===== config.mk =====
export PLATFORM = sky130hd
export DESIGN_NAME = tag_router
export DESIGN_NICKNAME = d
export VERILOG_FILES = /design/src/rtl/tag_router_pkg.sv /design/src/rtl/tag_decode.sv /design/src/rtl/tag_helper.sv /design/src/rtl/route_fsm.sv /design/src/rtl/tag_router.sv
export SDC_FILE = /design/constraint.sdc
export NUM_CORES = 1
export LEC_CHECK = 0
export CAP_MARGIN = 20
export CORE_AREA = 4 4 183 185
export CTS_CLUSTER_SIZE = 40
export DETAILED_ROUTE_END_ITERATION = 6
export DIE_AREA = 0 0 187 189
export MAX_ROUTING_LAYER = met4
export PLACE_DENSITY_LB_ADDON = 0.1
export SLEW_MARGIN = 10
export SYNTH_ARGS = -nofsm -noshare
export SYNTH_HDL_FRONTEND = slang
export SYNTH_SLANG_ARGS = --single-unit

===== constraint.sdc =====
create_clock -name clk_i -period 3.55 [get_ports clk_i]
set_clock_uncertainty 0.05 [all_clocks]
set_input_delay 0.5325 -clock clk_i [delete_from_list [all_inputs] [get_ports clk_i]]
set_output_delay 0.5325 -clock clk_i [all_outputs]
set_load 0.01 [all_outputs]

===== src/rtl/tag_router_pkg.sv =====
package tag_router_pkg;
  localparam int unsigned CLS_W = 2;
  localparam int unsigned TAG_W = 4;

  typedef enum logic [1:0] {
    CLS_OBJ   = 2'b00,
    CLS_FIX   = 2'b01,
    CLS_FLO   = 2'b10,
    CLS_OTHER = 2'b11
  } tag_cls_e;

  typedef enum logic [1:0] {
    SUB_PTR   = 2'b00,
    SUB_RSVD  = 2'b01,
    SUB_ARRAY = 2'b10
  } obj_sub_e;

  typedef enum logic [1:0] {
    ST_IDLE    = 2'b00,
    ST_CONVERT = 2'b01,
    ST_OPERATE = 2'b10,
    ST_DONE    = 2'b11
  } route_st_e;
endpackage


===== src/rtl/tag_decode.sv =====
module tag_decode
  import tag_router_pkg::*;
#(
  parameter int unsigned DATA_W = 64
) (
  input  logic [DATA_W-1:0] val_i,
  output tag_cls_e          cls_o,
  output obj_sub_e          sub_o,
  output logic              is_fix_o,
  output logic              is_flo_o,
  output logic [DATA_W-1:0] sext_o
);
  localparam int unsigned PAY_W = DATA_W - CLS_W;

  logic [PAY_W-1:0] payload;

  assign payload  = val_i[PAY_W-1:0];
  assign cls_o    = tag_cls_e'(val_i[DATA_W-1 -: CLS_W]);
  assign is_fix_o = (cls_o == CLS_FIX);
  assign is_flo_o = (cls_o == CLS_FLO);
  assign sext_o   = {{CLS_W{payload[PAY_W-1]}}, payload};

  always_comb begin
    sub_o = SUB_PTR;
    if (cls_o == CLS_OBJ) begin
      if (val_i[PAY_W-1])    sub_o = SUB_ARRAY;
      else if (val_i[PAY_W-2]) sub_o = SUB_RSVD;
      else                   sub_o = SUB_PTR;
    end
  end
endmodule


===== src/rtl/tag_helper.sv =====
module tag_helper
  import tag_router_pkg::*;
#(
  parameter int unsigned DATA_W = 64
) (
  input  logic [DATA_W-1:0] val_i,
  input  logic [TAG_W-1:0]  pat_i,
  input  logic [TAG_W-1:0]  mask_i,
  output logic [DATA_W-1:0] fix_tag_o,
  output logic              match_o
);
  localparam int unsigned PAY_W = DATA_W - CLS_W;

  logic [TAG_W-1:0] diff;

  assign fix_tag_o = {CLS_FIX, val_i[PAY_W-1:0]};
  assign diff      = (val_i[DATA_W-1 -: TAG_W] ^ pat_i) & mask_i;
  assign match_o   = (diff == '0);
endmodule


===== src/rtl/route_fsm.sv =====
module route_fsm
  import tag_router_pkg::*;
#(
  parameter int unsigned DATA_W = 64
) (
  input  logic              clk_i,
  input  logic              rst_ni,
  input  logic              req_i,
  input  logic              fix_a_i,
  input  logic              flo_a_i,
  input  logic              fix_b_i,
  input  logic              flo_b_i,
  input  logic [DATA_W-1:0] sext_a_i,
  input  logic [DATA_W-1:0] sext_b_i,
  input  logic              cvt_done_i,
  input  logic              fpu_done_i,
  input  logic [DATA_W-1:0] fpu_result_i,
  output logic              alu_go_o,
  output logic              trap_o,
  output logic              cvt_req_o,
  output logic              cvt_sel_o,
  output logic [DATA_W-1:0] cvt_src_o,
  output logic              fpu_req_o,
  output logic              result_valid_o,
  output logic [DATA_W-1:0] result_o,
  output logic              busy_o
);
  localparam int unsigned PAY_W = DATA_W - CLS_W;

  route_st_e         state_q, state_d;
  logic              take;
  logic              both_fix, both_flo, mixed;
  logic              alu_go_q, trap_q, sel_q;
  logic [DATA_W-1:0] src_q;
  logic [PAY_W-1:0]  res_q;

  assign take     = req_i && (state_q == ST_IDLE);
  assign both_fix = fix_a_i && fix_b_i;
  assign both_flo = flo_a_i && flo_b_i;
  assign mixed    = (fix_a_i && flo_b_i) || (flo_a_i && fix_b_i);

  always_comb begin
    state_d = state_q;
    unique case (state_q)
      ST_IDLE: begin
        if (take && both_flo)   state_d = ST_OPERATE;
        else if (take && mixed) state_d = ST_CONVERT;
      end
      ST_CONVERT: if (cvt_done_i) state_d = ST_OPERATE;
      ST_OPERATE: if (fpu_done_i) state_d = ST_DONE;
      ST_DONE:    state_d = ST_IDLE;
      default:    state_d = ST_IDLE;
    endcase
  end

  always_ff @(posedge clk_i or negedge rst_ni) begin
    if (!rst_ni) begin
      state_q  <= ST_IDLE;
      alu_go_q <= 1'b0;
      trap_q   <= 1'b0;
      sel_q    <= 1'b0;
      src_q    <= '0;
      res_q    <= '0;
    end else begin
      state_q  <= state_d;
      alu_go_q <= take && both_fix;
      trap_q   <= take && !both_fix && !both_flo && !mixed;
      if (take && mixed) begin
        sel_q <= fix_b_i;
        src_q <= fix_b_i ? sext_b_i : sext_a_i;
      end
      if (state_q == ST_OPERATE && fpu_done_i) res_q <= fpu_result_i[PAY_W-1:0];
    end
  end

  assign alu_go_o       = alu_go_q;
  assign trap_o         = trap_q;
  assign cvt_req_o      = (state_q == ST_CONVERT);
  assign cvt_sel_o      = sel_q;
  assign cvt_src_o      = src_q;
  assign fpu_req_o      = (state_q == ST_OPERATE);
  assign result_valid_o = (state_q == ST_DONE);
  assign result_o       = {CLS_FLO, res_q};
  assign busy_o         = (state_q != ST_IDLE);
endmodule


===== src/rtl/tag_router.sv =====
module tag_router
  import tag_router_pkg::*;
#(
  parameter int unsigned DATA_W = 64
) (
  input  logic              clk_i,
  input  logic              rst_ni,
  input  logic              req_i,
  input  logic [DATA_W-1:0] op_a_i,
  input  logic [DATA_W-1:0] op_b_i,
  input  logic [TAG_W-1:0]  pat_i,
  input  logic [TAG_W-1:0]  mask_i,
  input  logic              cvt_done_i,
  input  logic              fpu_done_i,
  input  logic [DATA_W-1:0] fpu_result_i,
  output logic              alu_go_o,
  output logic              trap_o,
  output logic              cvt_req_o,
  output logic              cvt_sel_o,
  output logic [DATA_W-1:0] cvt_src_o,
  output logic              fpu_req_o,
  output logic              result_valid_o,
  output logic [DATA_W-1:0] result_o,
  output logic              busy_o,
  output logic [CLS_W-1:0]  cls_o,
  output logic [1:0]        sub_o,
  output logic [DATA_W-1:0] sext_o,
  output logic [DATA_W-1:0] fix_tag_o,
  output logic              match_o
);
  localparam int unsigned N_OPS = 2;

  logic [DATA_W-1:0] ops     [N_OPS];
  tag_cls_e          cls     [N_OPS];
  obj_sub_e          sub     [N_OPS];
  logic              is_fix  [N_OPS];
  logic              is_flo  [N_OPS];
  logic [DATA_W-1:0] sext    [N_OPS];

  assign ops[0] = op_a_i;
  assign ops[1] = op_b_i;

  for (genvar g = 0; g < N_OPS; g++) begin : g_dec
    tag_decode #(.DATA_W(DATA_W)) u_dec (
      .val_i   (ops[g]),
      .cls_o   (cls[g]),
      .sub_o   (sub[g]),
      .is_fix_o(is_fix[g]),
      .is_flo_o(is_flo[g]),
      .sext_o  (sext[g])
    );
  end

  tag_helper #(.DATA_W(DATA_W)) u_help (
    .val_i    (op_a_i),
    .pat_i    (pat_i),
    .mask_i   (mask_i),
    .fix_tag_o(fix_tag_o),
    .match_o  (match_o)
  );

  route_fsm #(.DATA_W(DATA_W)) u_fsm (
    .clk_i         (clk_i),
    .rst_ni        (rst_ni),
    .req_i         (req_i),
    .fix_a_i       (is_fix[0]),
    .flo_a_i       (is_flo[0]),
    .fix_b_i       (is_fix[1]),
    .flo_b_i       (is_flo[1]),
    .sext_a_i      (sext[0]),
    .sext_b_i      (sext[1]),
    .cvt_done_i    (cvt_done_i),
    .fpu_done_i    (fpu_done_i),
    .fpu_result_i  (fpu_result_i),
    .alu_go_o      (alu_go_o),
    .trap_o        (trap_o),
    .cvt_req_o     (cvt_req_o),
    .cvt_sel_o     (cvt_sel_o),
    .cvt_src_o     (cvt_src_o),
    .fpu_req_o     (fpu_req_o),
    .result_valid_o(result_valid_o),
    .result_o      (result_o),
    .busy_o        (busy_o)
  );

  assign cls_o  = cls[0];
  assign sub_o  = sub[0];
  assign sext_o = sext[0];
endmodule


* Yosys cells after proc, flatten, opt, wreduce, memory -nomap -nowiden
Index checks and enable logic that the tools add are counted.
Storage, ports and cells: memories 0, bits in latches 0, memory bits (writable) 0, ROM bits 0, register bits after elaboration 131
Cells by class: div/mod/pow operators 0, shift operators 0, reductions and logical operators 21, eq/ne operators 10, multiply operators 0, bitwise operators 2, mux-type cells 9, add/subtract/negate cells 0, order comparisons 0
Operator list (count):
- $mux W64 | 1
- $logic_and A1 B1 Y1 | 12
- $mux W2 | 6
- $eq A2 B2 Y1 const B | 4
- $pmux W2 S4 | 1
- $eq A2 B1 Y1 const B | 3
- $and A4 B4 Y4 | 1
- $logic_not A2 Y1 | 2
- $logic_not A4 Y1 | 1
- $ne A2 B2 Y1 const B | 2
- $xor A4 B4 Y4 | 1
- $logic_not A1 Y1 | 3
- $ne A3 B3 Y1 const B | 1
- $reduce_and A3 Y1 | 1
- $reduce_bool A2 Y1 | 1
- $logic_or A1 B1 Y1 | 1
- $mux W1 | 1

* Logic depth before layout (Yosys ltp)
Gate-level depths: netlist of the first run.
word-level depth 7, depth in mapped cells 8, depth with buffers taken out 6

* Modules after synthesis
From an unflattened synthesis of the first run, not the netlist that was laid out.
Second synthesis, totals: cells, all modules 659, area total of the unflattened synthesis 7464.7 um^2
By module, submodules not included:
- route_fsm | instances 1, sequential area each 3278.1 um^2, area each 5854.4 um^2, cells an instance 447
- tag_decode | instances 2, sequential area each 0.0 um^2, area each 531.8 um^2, cells an instance 70
- tag_helper | instances 1, sequential area each 0.0 um^2, area each 546.8 um^2, cells an instance 72

* Least setup slack after synthesis of the first run
OpenSTA, ideal clock, no wires.
kind input to output, start point input port op_a_i[62], end point output port match_o, slack 1.578 ns, data arrival time 1.390 ns, buffers on the path 1, stages 4, cell sequence buf_2 xor2_1 a22o_1 a221oi_1
Between the ends: word-level cells in the longest chain between the ends 3
Ends and longest elaborated chain:
- from (decl) | line tag_router.sv:9 | input logic [DATA_W-1:0] op_a_i,
- $xor A4 B4 Y4 | line tag_helper.sv:17 | assign diff = (val_i[DATA_W-1 -: TAG_W] ^ pat_i) & mask_i;
- $and A4 B4 Y4 | line tag_helper.sv:17
- $logic_not A4 Y1 | line tag_helper.sv:18 | assign match_o = (diff == '0);
- to (decl) | line tag_router.sv:29 | output logic match_o
Every way passes these cells.

* Worst setup path after layout of the first run
Same ends and word-level chain as after synthesis.

==> impl_metrics.csv, run 1 <==
group,metric,value,unit
clock_tree,cts.sinks,129,
timing,final_hold_viol_count,0,
worst_hold_path,hold_path_class,"in2async",
die,die_height,189,um
global_routing,grt_overflow,0,
route,vias_per_cell,3.89,
synth,yosysTopAreaCell,"dfrtp_1",
pwr,vdd_drop_max,305,uV
cells_and_area,layout-drive-gt1-share,11.6,%
route,detail_route.wl_per_cell,18.3,um
global_routing,grt_pass1_wl,36300,um
die,start_util,20.6,%
run,maxCapViolCount,0,
synth,async_flop_share,100,%
clock_tree,clkSlewWorstSetupHoldPaths,0.06,ns
route,ant_nets,0,
timing,tightest_slew,0.713,ns
synth,synth_top_cells_by_count,"buf_4 (143), dfrtp_1 (129), nand2_1 (65)",
critical_path,cp_max_fo,8,
route,drc,0,
global_routing,antenna_found_initial,0,
die,core,0.0320,sq mm
clock_tree,cts_buffer_depth,2,
cells_and_area,antenna_cells,0,
synth,ys_warn_count,0,
place,gp_congestion,0.752,
synth,synth_area,0.00660,sq mm
clock_tree,root_buffer,"clkbuf_16",
synth,synth_area_leaders,"dfrtp_1 (49%), buf_4 (16%), mux2_2 (11%)",
timing,max_slew_margin,52.5,%
place,dpl.hpwl,19400,um
synth,synth_edf_count,0,
timing,maxSlewViolCount,0,
critical_path,required,2.97,ns
global_routing,grt_max_degree,75,
pwr,power_density,700,mW/mm^2
clock_tree,ctsHoldBuffers,0,
route,drt_pass1_iterations,4,
cells_and_area,fin_nets,1127,
place,portBuffers,466,
cells_and_area,fillers,3264,
die,die_width,187,um
timing,report.final.setup_viol,0,
critical_path,r2r_cells,5,
clock_tree,cts_setup_buffers,0,
timing,finalCritPeriodShare,82.0,%
synth,ys_seq_elements,129,
synth,netlist.area_leader.share,48.9,%
cells_and_area,fin_util,35.4,%
clock_tree,htree_levels,4,
timing,rsz0062_at_grt,"no",
route,drt_wl_total,24500,um
die,pin_count,473,
timing,fmax,344,MHz
clock_tree,worstSkewPairLatency,0.41,ns
clock_tree,cts_made_buffers,17,
timing,fin_crit,2.91,ns
die,rows,66,
critical_path,cp-start-kind,"primary input",
global_routing,grt_pass1_vias,5702,
critical_path,cp-end-kind,"output port",
synth,yosysMostFrequentCell,"buf_4",
critical_path,arrival,2.33,ns
global_routing,track_usage,14.0,%
pwr,p_leak,4.68,nW
clock_tree,cts-resized-gates,0,
synth,synth.distinct_cells,31,
synth,yosysSeqAreaShare,48.9,%
timing,tns,0,ns
clock_tree,cts_tree,"done",
run_status,status,"complete, no violations",
critical_path,critical_path_class,"in2out",
route,vias,5207,
route,drt_iter0_drc,88,
cells_and_area,area_delta_synth_final,72.1,%
synth,synth-main-ff-cell,"dfrtp_1",
die,die_area,0.0353,sq mm
synth,postSynthCellCount,583,
synth,synth.avg_cell_area,11.3,sq um
routing by layer:
metal / part of all wire (%) / GRT usage, % / vias up
met5: 0 / - / -
met4: 0.62 / 2.99 / 0
met3: 9.7 / 6.14 / 10
met2: 50 / 23.7 / 276
met1: 40 / 15.4 / 2413
li1: - / - / 2508
placed cells by master, fill, tap and decap left out, types with 2 or more instances in the layout:
master / count
buf_12: 3
clkdlybuf4s50_1: 465
clkinvlp_4: 3
mux2i_1: 63
clkinv_4: 2
inv_1: 7
clkinv_2: 3
conb_1: 4
buf_4: 6
bufinv_16: 4
o21ai_1: 2
dfrtp_1: 129
o21ai_0: 63
xor2_1: 6
mux2_2: 62
ha_1: 5
nand2_1: 64
clkbuf_16: 17
flip-flops by register name (all words and copies together) (netlist names):
signal	count
u_fsm.alu_go_o	1
u_fsm.cvt_sel_o	1
u_fsm.cvt_src_o	62
u_fsm.res_q	62
u_fsm.state_q	2
u_fsm.trap_o	1
cells by family (layout without fill, tap and decap cells):
| kind of cell | count (synthesis) | in the layout | share of synthesized area [%] |
|---|---|---|---|
| compound gates | 72 | 72 | 5.91 |
| xor+xnor | 6 | 6 | 0.796 |
| fa+ha+maj | 5 | 5 | 0.948 |
| buf+inv | 169 | 514 | 18.1 |
| flops | 129 | 129 | 48.9 |
| mux | 126 | 126 | 20.4 |
| other cells | 2 | 4 | 0.114 |
| simple gates | 74 | 74 | 4.85 |
final timing paths:
check | slack (ns) | from | endpoint
max in group asynchronous | 2.39 | rst_ni | u_fsm.cvt_src_o[3]
worst max register to register | 1.45 | u_fsm.state_q[0] | u_fsm.res_q[46]
worst min register to register | 0.42 | u_fsm.cvt_src_o[16] | u_fsm.cvt_src_o[16]
worst max-delay path | 0.64 | op_a_i[62] | match_o
min in group clk_i | 0.42 | u_fsm.cvt_src_o[16] | u_fsm.cvt_src_o[16]
worst min-delay path | 0.06 | rst_ni | u_fsm.res_q[50]
final cells by class:
cell class	instances	area, sq um	share of cell area (%)
clock buffer	19	443	3.90
multi-input combinational	287	2190	19.3
timing repair buffer	475	4770	42.0
sequential	129	3230	28.4
tap	408	510	4.49
clock inverter	13	184	1.62
inverter	7	26.3	0.231
worst max-delay path, stage by stage:
cell,delay [ns]
clkdlybuf4s50_1,0.56
xor2_1,0.22
a22o_1,0.23
a221oi_1,0.20
clkdlybuf4s50_1,0.58
stage by stage:
step	setup WS [ns]	hold slack [ns]	total power [mW]	area [sq um]	std cells
floorplan	1.58	0.187	3.95	6610	585
global placement	0.590	0.411	6.17	10700	1306
detailed placement	0.622	0.419	6.18	10700	1306
CTS	0.622	0.0865	8.15	11400	1338
global route	0.496	0.0992	8.52	11400	1338
finish	0.640	0.0565	7.96	11400	1338
power by group:
group | switching (mW) | internal [mW]
combinational | 1.39 | 2.10
sequential | 0.375 | 2.19
clock | 0.699 | 1.20
total | 2.47 | 5.49
Power figures use the tool's default switching activity.
==> inputs of run 2 (changes only) <==
--- a/config.mk
+++ b/config.mk
@@ -6,10 +6,10 @@
 export NUM_CORES = 1
 export LEC_CHECK = 0
 export CAP_MARGIN = 20
-export CORE_AREA = 4 4 183 185
+export CORE_AREA = 4 4 182 184
 export CTS_CLUSTER_SIZE = 40
 export DETAILED_ROUTE_END_ITERATION = 6
-export DIE_AREA = 0 0 187 189
+export DIE_AREA = 0 0 186 188
 export MAX_ROUTING_LAYER = met4
 export PLACE_DENSITY_LB_ADDON = 0.1
 export SLEW_MARGIN = 10
==> constraint.sdc (replaced) <==
create_clock -name clk_i -period 2.65 [get_ports clk_i]
set_clock_uncertainty 0.05 [all_clocks]
set_input_delay 0.3975 -clock clk_i [delete_from_list [all_inputs] [get_ports clk_i]]
set_output_delay 0.3975 -clock clk_i [all_outputs]
set_load 0.01 [all_outputs]
==> impl_metrics.csv, run 2 (synthesis results as in run 1) <==
group,metric,value,unit
run_status,status,"complete, no violations",
route,detail_route.wl_per_cell,17.8,um
timing,tightest_slew,0.526,ns
critical_path,critical_path_class,"in2out",
clock_tree,htree_levels,4,
global_routing,grt_pass1_wl,34400,um
cells_and_area,final_common_cell,"clkdlybuf4s50_1",
critical_path,cpPeakStageDelay,0.58,ns
critical_path,path_delay_family,"buffers and inverters",
global_routing,use_met2,22.8,%
critical_path,r2r_cells,5,
clock_tree,root_buffer,"clkbuf_16",
clock_tree,cts_tree,"done",
critical_path,critPathBufInv,2,
die,die_width,186,um
die,core,0.0314,sq mm
route,drt_wl_total,23900,um
cells_and_area,layout_common_cells,"clkdlybuf4s50_1 (465), dfrtp_1 (129), nand2_1 (64), mux2i_1 (63), o21ai_0 (63)",
global_routing,track_usage,13.5,%
critical_path,cp.depth,5,
worst_hold_path,worstHoldEndpoint,"u_fsm.cvt_src_o[7]",
die,start_util,21.0,%
timing,hold_slack,0.426,ns
clock_tree,cts-resized-gates,0,
route,drc,0,
worst_hold_path,hold_depth,2,
run,maxCapViolCount,0,
cells_and_area,fin_nets,1136,
timing,finalCritPeriodShare,92.9,%
clock_tree,cts_buffer_depth,2,
critical_path,required,2.20,ns
timing,setup_slack,0.189,ns
die,die_area,0.0350,sq mm
cells_and_area,area_delta_synth_final,73.4,%
critical_path,arrival,2.01,ns
place,place_ws,0.163,ns
clock_tree,worstSkewPairLatency,0.42,ns
global_routing,grt_max_degree,63,
pwr,power_density,915,mW/mm^2
critical_path,cp-start-kind,"primary input",
timing,fin_crit,2.46,ns
timing,fmax,406,MHz
critical_path,crit_chain,"clkdlybuf4s50_1 > xor2_1 > a22o_1 > a221oi_1 > clkdlybuf4s50_1",
route,vias_per_cell,3.89,
global_routing,grt_overflow,0,
global_routing,use_met1,14.4,%
timing,rsz0062_at_grt,"no",
cells_and_area,layout-drive-gt1-share,12.4,%
die,rows,65,
clock_tree,cts_setup_buffers,0,
clock_tree,clkSlewWorstSetupHoldPaths,0.06,ns
pwr,vdd_drop_max,426,uV
critical_path,crit_path_top_delay_cell,"clkdlybuf4s50_1",
die,pin_count,473,
global_routing,antenna_found_initial,1,
route,drt_pass1_iterations,4,
timing,report.final.setup_viol,0,
critical_path,cp-end-kind,"output port",
timing,tns,0,ns
route,ant_nets,0,
timing,max_slew_margin,64.9,%
place,dpl.hpwl,19100,um
timing,final_hold_viol_count,0,
global_routing,grt_pass1_vias,5674,
worst_hold_path,hold_path_class,"reg2reg",
route,vias,5216,
place,gp_congestion,0.707,
place,portBuffers,466,
critical_path,reg2reg_to,"u_fsm.res_q[50]",
clock_tree,cts.sinks,129,
route,drt_iter0_drc,160,
worst_hold_path,hold_start,"u_fsm.cvt_src_o[7]",
pwr,p_leak,4.74,nW
critical_path,r2r_slack,0.93,ns
critical_path,crit_path_frequent_cell,"clkdlybuf4s50_1",
cells_and_area,fin_util,36.5,%
critical_path,cp_max_fo,2,
die,die_height,188,um
global_routing,grt_busiest_layer,"met2",
timing,maxSlewViolCount,0,
global_routing,use_met3,5.55,%
critical_path,r2r_start,"u_fsm.state_q[0]",
clock_tree,cts_made_buffers,17,
[run 2: cell types whose count changed in the layout (fill, tap and decap cells not counted)]
cell,before,now
buf_12,3,8
buf_4,6,9
bufinv_16,4,2
clkbuf_8,1,2
diode_2,0,1
dlygate4sd3_1,0,1
inv_6,1,2
[run 2: report_power, final]
| part | internal [mW] | total (mW) | switching (mW) |
|---|---|---|---|
| clock network | 1.44 | 2.37 | 0.933 |
| registers | 2.94 | 3.41 | 0.470 |
| logic | 2.83 | 4.70 | 1.87 |
| total | 7.20 | 10.5 | 3.27 |
[run 2: routing by layer]
metal / up-vias / share of wire (%)
met2: 292 / 50
li1: 2533 / -
met5: - / 0
met3: 21 / 11
met1: 2370 / 38
met4: 0 / 1.5
[run 2: how the worst max path moves through the flow]
stage | start | end | slack, ns
detailed placement | op_a_i[63] | match_o | 0.16
CTS | op_a_i[63] | match_o | 0.15
finish | op_a_i[62] | match_o | 0.19
global placement | op_a_i[63] | match_o | 0.15
floorplan | op_a_i[62] | match_o | 0.95
global route | op_a_i[63] | match_o | 0.11
[run 2: cell type report]
type / count / area, sq um
inverters: 7 / 26.3
flip-flops and latches: 129 / 3230
clock buffers: 20 / 457
repair buffers: 484 / 4900
fillers: 3139 / 19900
multi-input cells: 287 / 2190
well taps: 402 / 503
clock inverters: 12 / 133
diodes: 1 / 2.50
[run 2: repair_timing]
item,4_1_cts,5_1_grt
hold buffers,1,0
hold endpoints to repair,50,0
setup endpoints to repair,0,0
[run 2: worst min-delay path, cell delays in order (launching register included)]
cell and delay, ns:
dfrtp_1 0.34, nand2_1 0.04, o21ai_0 0.06
[run 2: stage by stage]
| stage | cells | area [sq um] | power (mW) |
|---|---|---|---|
| global route | 1342 | 11400 | 11.2 |
| floorplan | 585 | 6610 | 5.30 |
| detailed placement | 1308 | 10800 | 8.26 |
| finish | 1342 | 11400 | 10.5 |
| global placement | 1308 | 10800 | 8.25 |
| CTS | 1341 | 11400 | 10.7 |
